### src/rtl/cmr_pkg.sv
package cmr_pkg;

    typedef enum logic [1:0] {
        MD_CONT   = 2'b00,
        MD_RSVD   = 2'b01,
        MD_SINGLE = 2'b10,
        MD_OFF    = 2'b11
    } cmr_mode_e;

    localparam logic [1:0] STAT_FIXED = 2'b00;

    function automatic logic mode_runs(input logic [1:0] m);
        return (m == MD_CONT) || (m == MD_SINGLE);
    endfunction

    function automatic logic [7:0] pack_status(input logic rdy, input logic err,
                                               input logic wide, input logic [1:0] ch);
        return {~rdy, err, STAT_FIXED, 1'b1, wide, ch};
    endfunction

endpackage

### src/rtl/cmr_timer.sv
module cmr_timer #(
    parameter int PERIOD_TICKS = 16,
    parameter int PRE_TICKS    = 4
) (
    input  logic clk,
    input  logic rst,
    input  logic restart,
    input  logic run,
    input  logic tick,
    output logic pre_hit,
    output logic end_hit
);
    localparam int CW = $clog2(2 * PERIOD_TICKS + 1);
    localparam logic [CW-1:0] LAST_FIRST = CW'(2 * PERIOD_TICKS - 1);
    localparam logic [CW-1:0] LAST_NEXT  = CW'(PERIOD_TICKS - 1);
    localparam logic [CW-1:0] PRE_OFF    = CW'(PRE_TICKS);

    logic [CW-1:0] cnt;
    logic          first;
    logic [CW-1:0] last;

    assign last    = first ? LAST_FIRST : LAST_NEXT;
    assign end_hit = run && tick && (cnt == last);
    assign pre_hit = run && tick && (cnt == last - PRE_OFF);

    always_ff @(posedge clk) begin
        if (rst || restart) begin
            cnt   <= '0;
            first <= 1'b1;
        end else if (run && tick) begin
            if (cnt == last) begin
                cnt   <= '0;
                first <= 1'b0;
            end else begin
                cnt <= cnt + 1'b1;
            end
        end
    end
endmodule

### src/rtl/cmr_coder.sv
module cmr_coder #(
    parameter int DATA_W = 16
) (
    input  logic [DATA_W-1:0] raw,
    input  logic              ovr,
    input  logic              udr,
    input  logic              uni,
    output logic [DATA_W-1:0] code,
    output logic              clamp
);
    localparam logic [DATA_W-1:0] MSB_MASK = {1'b1, {(DATA_W-1){1'b0}}};

    always_comb begin
        clamp = 1'b0;
        code  = raw ^ MSB_MASK;
        if (ovr) begin
            code  = '1;
            clamp = 1'b1;
        end else if (udr) begin
            code  = '0;
            clamp = 1'b1;
        end else if (uni) begin
            if (raw[DATA_W-1]) begin
                code  = '0;
                clamp = 1'b1;
            end else begin
                code = {raw[DATA_W-2:0], 1'b0};
            end
        end
    end
endmodule

### src/rtl/conv_ready_ctrl.sv
module conv_ready_ctrl
    import cmr_pkg::*;
#(
    parameter int DATA_W       = 16,
    parameter int PERIOD_TICKS = 16,
    parameter int PRE_TICKS    = 4
) (
    input  logic              clk,
    input  logic              rst,
    input  logic              mode_wr,
    input  logic [1:0]        mode_sel,
    input  logic              uni_en,
    input  logic [1:0]        chan_sel,
    input  logic              conv_tick,
    input  logic [DATA_W-1:0] raw_val,
    input  logic              raw_ovr,
    input  logic              raw_udr,
    input  logic              rd_done,
    output logic [DATA_W-1:0] data_out,
    output logic              data_ready,
    output logic              err_flag,
    output logic [7:0]        status_byte,
    output logic              filter_rst,
    output logic              load_pulse
);
    localparam logic WIDE = (DATA_W > 16);

    logic              running;
    logic              single;
    logic [1:0]        conv_ch;
    logic              rdy_q;
    logic              err_q;
    logic [DATA_W-1:0] data_q;
    logic              filt_q;
    logic              load_q;

    logic              ch_move;
    logic              restart;
    logic              pre_hit;
    logic              end_hit;
    logic [DATA_W-1:0] code;
    logic              clamp;

    assign ch_move = running && (chan_sel != conv_ch);
    assign restart = mode_wr || ch_move;

    cmr_timer #(
        .PERIOD_TICKS(PERIOD_TICKS),
        .PRE_TICKS   (PRE_TICKS)
    ) u_timer (
        .clk    (clk),
        .rst    (rst),
        .restart(restart),
        .run    (running),
        .tick   (conv_tick),
        .pre_hit(pre_hit),
        .end_hit(end_hit)
    );

    cmr_coder #(.DATA_W(DATA_W)) u_coder (
        .raw  (raw_val),
        .ovr  (raw_ovr),
        .udr  (raw_udr),
        .uni  (uni_en),
        .code (code),
        .clamp(clamp)
    );

    always_ff @(posedge clk) begin
        if (rst) begin
            running <= 1'b1;
            single  <= 1'b0;
            conv_ch <= 2'b00;
            rdy_q   <= 1'b0;
            err_q   <= 1'b0;
            data_q  <= '0;
            filt_q  <= 1'b0;
            load_q  <= 1'b0;
        end else begin
            filt_q  <= restart;
            load_q  <= 1'b0;
            conv_ch <= chan_sel;
            if (mode_wr) begin
                rdy_q   <= 1'b0;
                running <= mode_runs(mode_sel);
                single  <= (mode_sel == MD_SINGLE);
                if (mode_runs(mode_sel)) err_q <= 1'b0;
            end else if (ch_move) begin
                rdy_q <= 1'b0;
            end else if (end_hit) begin
                data_q <= code;
                err_q  <= clamp;
                rdy_q  <= 1'b1;
                load_q <= 1'b1;
                if (single) running <= 1'b0;
            end else if (pre_hit || rd_done) begin
                rdy_q <= 1'b0;
            end
        end
    end

    assign data_out    = data_q;
    assign data_ready  = rdy_q;
    assign err_flag    = err_q;
    assign filter_rst  = filt_q;
    assign load_pulse  = load_q;
    assign status_byte = pack_status(rdy_q, err_q, WIDE, conv_ch);
endmodule

### config.mk
export PLATFORM = sky130hd
export DESIGN_NAME = conv_ready_ctrl
export DESIGN_NICKNAME = d
export VERILOG_FILES = /design/src/rtl/cmr_pkg.sv /design/src/rtl/cmr_timer.sv /design/src/rtl/cmr_coder.sv /design/src/rtl/conv_ready_ctrl.sv
export SDC_FILE = /design/constraint.sdc
export NUM_CORES = 1
export LEC_CHECK = 0
export ABC_AREA = 1
export BUFFER_PORTS_ARGS = -buffer_cell sky130_fd_sc_hd__clkbuf_2
export CAP_MARGIN = 25
export CORE_MARGIN = 2
export CORE_UTILIZATION = 40
export DETAILED_ROUTE_END_ITERATION = 8
export PLACE_DENSITY = 0.77
export SYNTH_ARGS = -nofsm -noshare
export SYNTH_HDL_FRONTEND = slang
export SYNTH_HIERARCHICAL = 1
export SYNTH_SLANG_ARGS = --single-unit
### constraint.sdc
create_clock -name clk -period 3.9 [get_ports clk]
set_input_delay 0.975 -clock clk [delete_from_list [all_inputs] [get_ports clk]]
set_output_delay 0.975 -clock clk [all_outputs]
set_load 0.05 [all_outputs]
==> summary.txt <==
Place
  • DPL Wire Length: approximately 3.0 mm
  • I/O Buffers: 51
  • GPL Wtd Cong: 0.833

Die
  • Vert. Die Dim: between 70 and 80 um
  • Die ar.: 0.00525 mm^2
  • Placement row count: 24
  • Initial Util: a little over two fifths
  • # IOs: between 50 and 60
  • Core ar.: approximately 0.0044 mm^2
  • Die width: between 70 and 80 um

Synth
  • Post-Syn Area: 0.00187 mm^2
  • Sequential area share after synthesis: approximately a third
  • Synthesis Warnings: 6
  • Top cell type's share of synthesized area: approximately 33%
  • Top post-synthesis cells by area: dfxtp_1 33%, nand2_1 14%, inv_1 13%, nand3_1 9.6%, nand4_1 5.7%
  • Syn Area/Cell: around 6.3 um^2
  • Synthesized netlist cell count: between 200 and 300
  • Synth cell types: 28
  • Area leader, netlist: dfxtp_1
  • #FFs+latches synth: 31

Worst setup path
  • Setup crit end kind: flip-flop
  • Worst EP required: around 4100 ps
  • Crit-path cells: clkbuf_2 -> nand2_2 -> nor2_2 -> nand3_2 -> inv_2 -> nand3_4 -> nand2_1 -> inv_1 -> nor2_1
  • Crit path kind: in2reg
  • CP top delay family: simple AND/OR/NAND/NOR gates
  • Startpoint Class: input port
  • Worst-path fanout max: 21
  • Crit path DAT: 2180 ps
  • Crit path largest cell delay: around 290 ps
  • Crit-path slowest cell: inv_2
  • Worst Path Buf+Inv: 3

Clock network
  • Post-cts repair resize count: 0
  • Clock tree sinks: 31
  • H-Tree Depth: 2
  • Deepest clock path buffer count: 2
  • Clock tree root buffer cell: clkbuf_8
  • Worst-path clk slew: roughly 60 ps
  • Clock Latency Late Sink: ~280 ps
  • TritonCTS clock tree: done
  • Post-CTS Hold Buffers: 0
  • Total CTS buffers: 5
  • Postcts setup bufs: 0

Route
  • DRC: 0
  • DRT Wirelength: around 4 mm
  • Via-to-Cell Ratio: 4.57
  • Initial detailed-routing violation count: about 100
  • Wirelength per Cell: ~10 um
  • Antenna Nets Post-Route: 0
  • Via count: about 1800
  • Pre-Repair DR Iteration Count: 4

Layout
  • # fillers: ~450
  • Core utilization of the finished layout: about half
  • Synthesis-to-layout area growth: 15.8%
  • Layout cells sized above 1: a little over a fifth
  • Area of the multi-input gates: roughly 870 um^2
  • Antenna diodes: 0
  • Seq. cell area: between 600 and 700 um^2
  • Nets: approximately 370

STA
  • Setup TNS: 0 ps
  • Final setup violation count: 0
  • Post-route minimum period: around 2000 ps
  • Clock skew: about 1.6 ps
  • Worst-margin pin slew: 583 ps
  • Pins Over Slew Limit: 0
  • Rel. slew slack: between 60% and 70%
  • Peak Freq: slightly above 500 MHz
  • Final hold violations: 0
  • Period utilization: 50.3%
  • RSZ-0062 raised after global routing: no

GRT
  • First-pass GRT wire length: 6.82 mm
  • Initial antenna violation count: 0
  • Largest net degree at the start of global routing: 22
  • GRT Util Overall: approximately 16%
  • Grt total ovfl: 0
  • Vias in the first global route: between 1500 and 2000

Pwr
  • VDD IR-drop max: about 0.00013 V
  • P_leak: about 1.2 nW
  • Power density over the cells: roughly 320 mW/mm^2
  • Total chip power: between 0.6 and 0.7 mW

Outcome
  • Status: finished, final reports clean

Run
  • Max cap viols: 0

Worst hold path
  • Hold Crit Class: reg2reg
## area by class of cell
type	count	share of cell area, %
multi-input cells	182	40.1
flip-flops and latches	31	28.6
inverters	69	11.9
repair buffers	51	11.8
clock buffers	8	4.61
well taps	52	3.00
## where the power goes
part	switching (mW)	internal [mW]
sequential	0.00254	0.320
clock	0.118	0.161
combinational	0.0663	0.0275
## worst paths after layout
kind	cells past startpoint	end	slack (ps)	from
max reg2reg	9	data_out[2]	2120	u_timer/cnt[1]
min	2	single	470	single
min reg2reg	2	single	470	single
max	9	data_out[2]	1940	conv_tick
## through the flow
stage | area [um^2] | hold slack [ps] | setup slack (ps) | std cells
finish | 2170 | 471 | 1940 | 393
CTS | 2170 | 474 | 1930 | 393
global placement | 2070 | 459 | 1700 | 385
floorplan | 1880 | 439 | 1870 | 300
global route | 2170 | 517 | 1750 | 393
detailed placement | 2070 | 465 | 1640 | 385
## logic make-up after synthesis
group                      after synthesis  synth area share (%)
and+or+nand+nor                        162                  39.9
other                                    2                 0.401
buffers and inverters                   87                  20.8
xor gates and xnor gates                 2                 0.935
AOI/OAI and AO/OA                       13                  4.14
adders and majority gates                1                 0.668
DFF                                     31                  33.1
## cell usage in the layout (no fill, tap or decap)
cell / synthesis / final
o21ai_0: 3 / 3
nor2_1: 27 / 27
clkbuf_2: 0 / 51
nand4_1: 17 / 17
nand3_1: 36 / 36
a21oi_2: 1 / 1
conb_1: 2 / 4
clkbuf_1: 1 / 1
nor2_2: 1 / 1
o21ai_1: 2 / 2
xor2_1: 2 / 2
inv_2: 3 / 3
ha_1: 1 / 1
nor3_1: 1 / 1
dfxtp_1: 31 / 31
nor2_4: 2 / 2
clkinv_1: 1 / 1
o21bai_1: 1 / 1
clkbuf_8: 0 / 7
a21boi_2: 1 / 1
or2_1: 1 / 1
nand2_2: 4 / 4
nand3_4: 1 / 1
inv_1: 65 / 65
a21oi_1: 5 / 5
nand3_2: 1 / 1
nand2_1: 71 / 71
## sequential cells by signal, summed over array words and instances, names as in the netlist
name / cells
data_out: 16
u_timer/cnt: 6
conv_ch: 2
data_ready: 1
err_flag: 1
filter_rst: 1
load_pulse: 1
running: 1
single: 1
u_timer/first: 1
## cell usage after synthesis (all sizes together)
cell,count
buf,17
nand2,75
a21oi,6
clkbuf,1
xor2,2
clkinv,1
a21boi,1
nor3,1
nand4,17
conb,2
or2,1
o21bai,1
inv,68
dfxtp,31
nand3,38
o21ai,5
nor2,30
ha,1
## per-layer routing
| layer | routed length (um) | track usage [%] | share of wire (%) |
|---|---|---|---|
| met5 | 0 | 0 | 0 |
| met4 | 74 | 7.00 | 1.9 |
| met3 | 224 | 3.61 | 5.7 |
| met2 | 1780 | 25.4 | 45 |
| met1 | 1870 | 21.7 | 47 |
## tightest hold or removal path, cell delays in order (launching register included)
cell and delay, ps:
dfxtp_1 310, nand2_1 60, a21oi_1 50
Power figures use the tool's default switching activity.
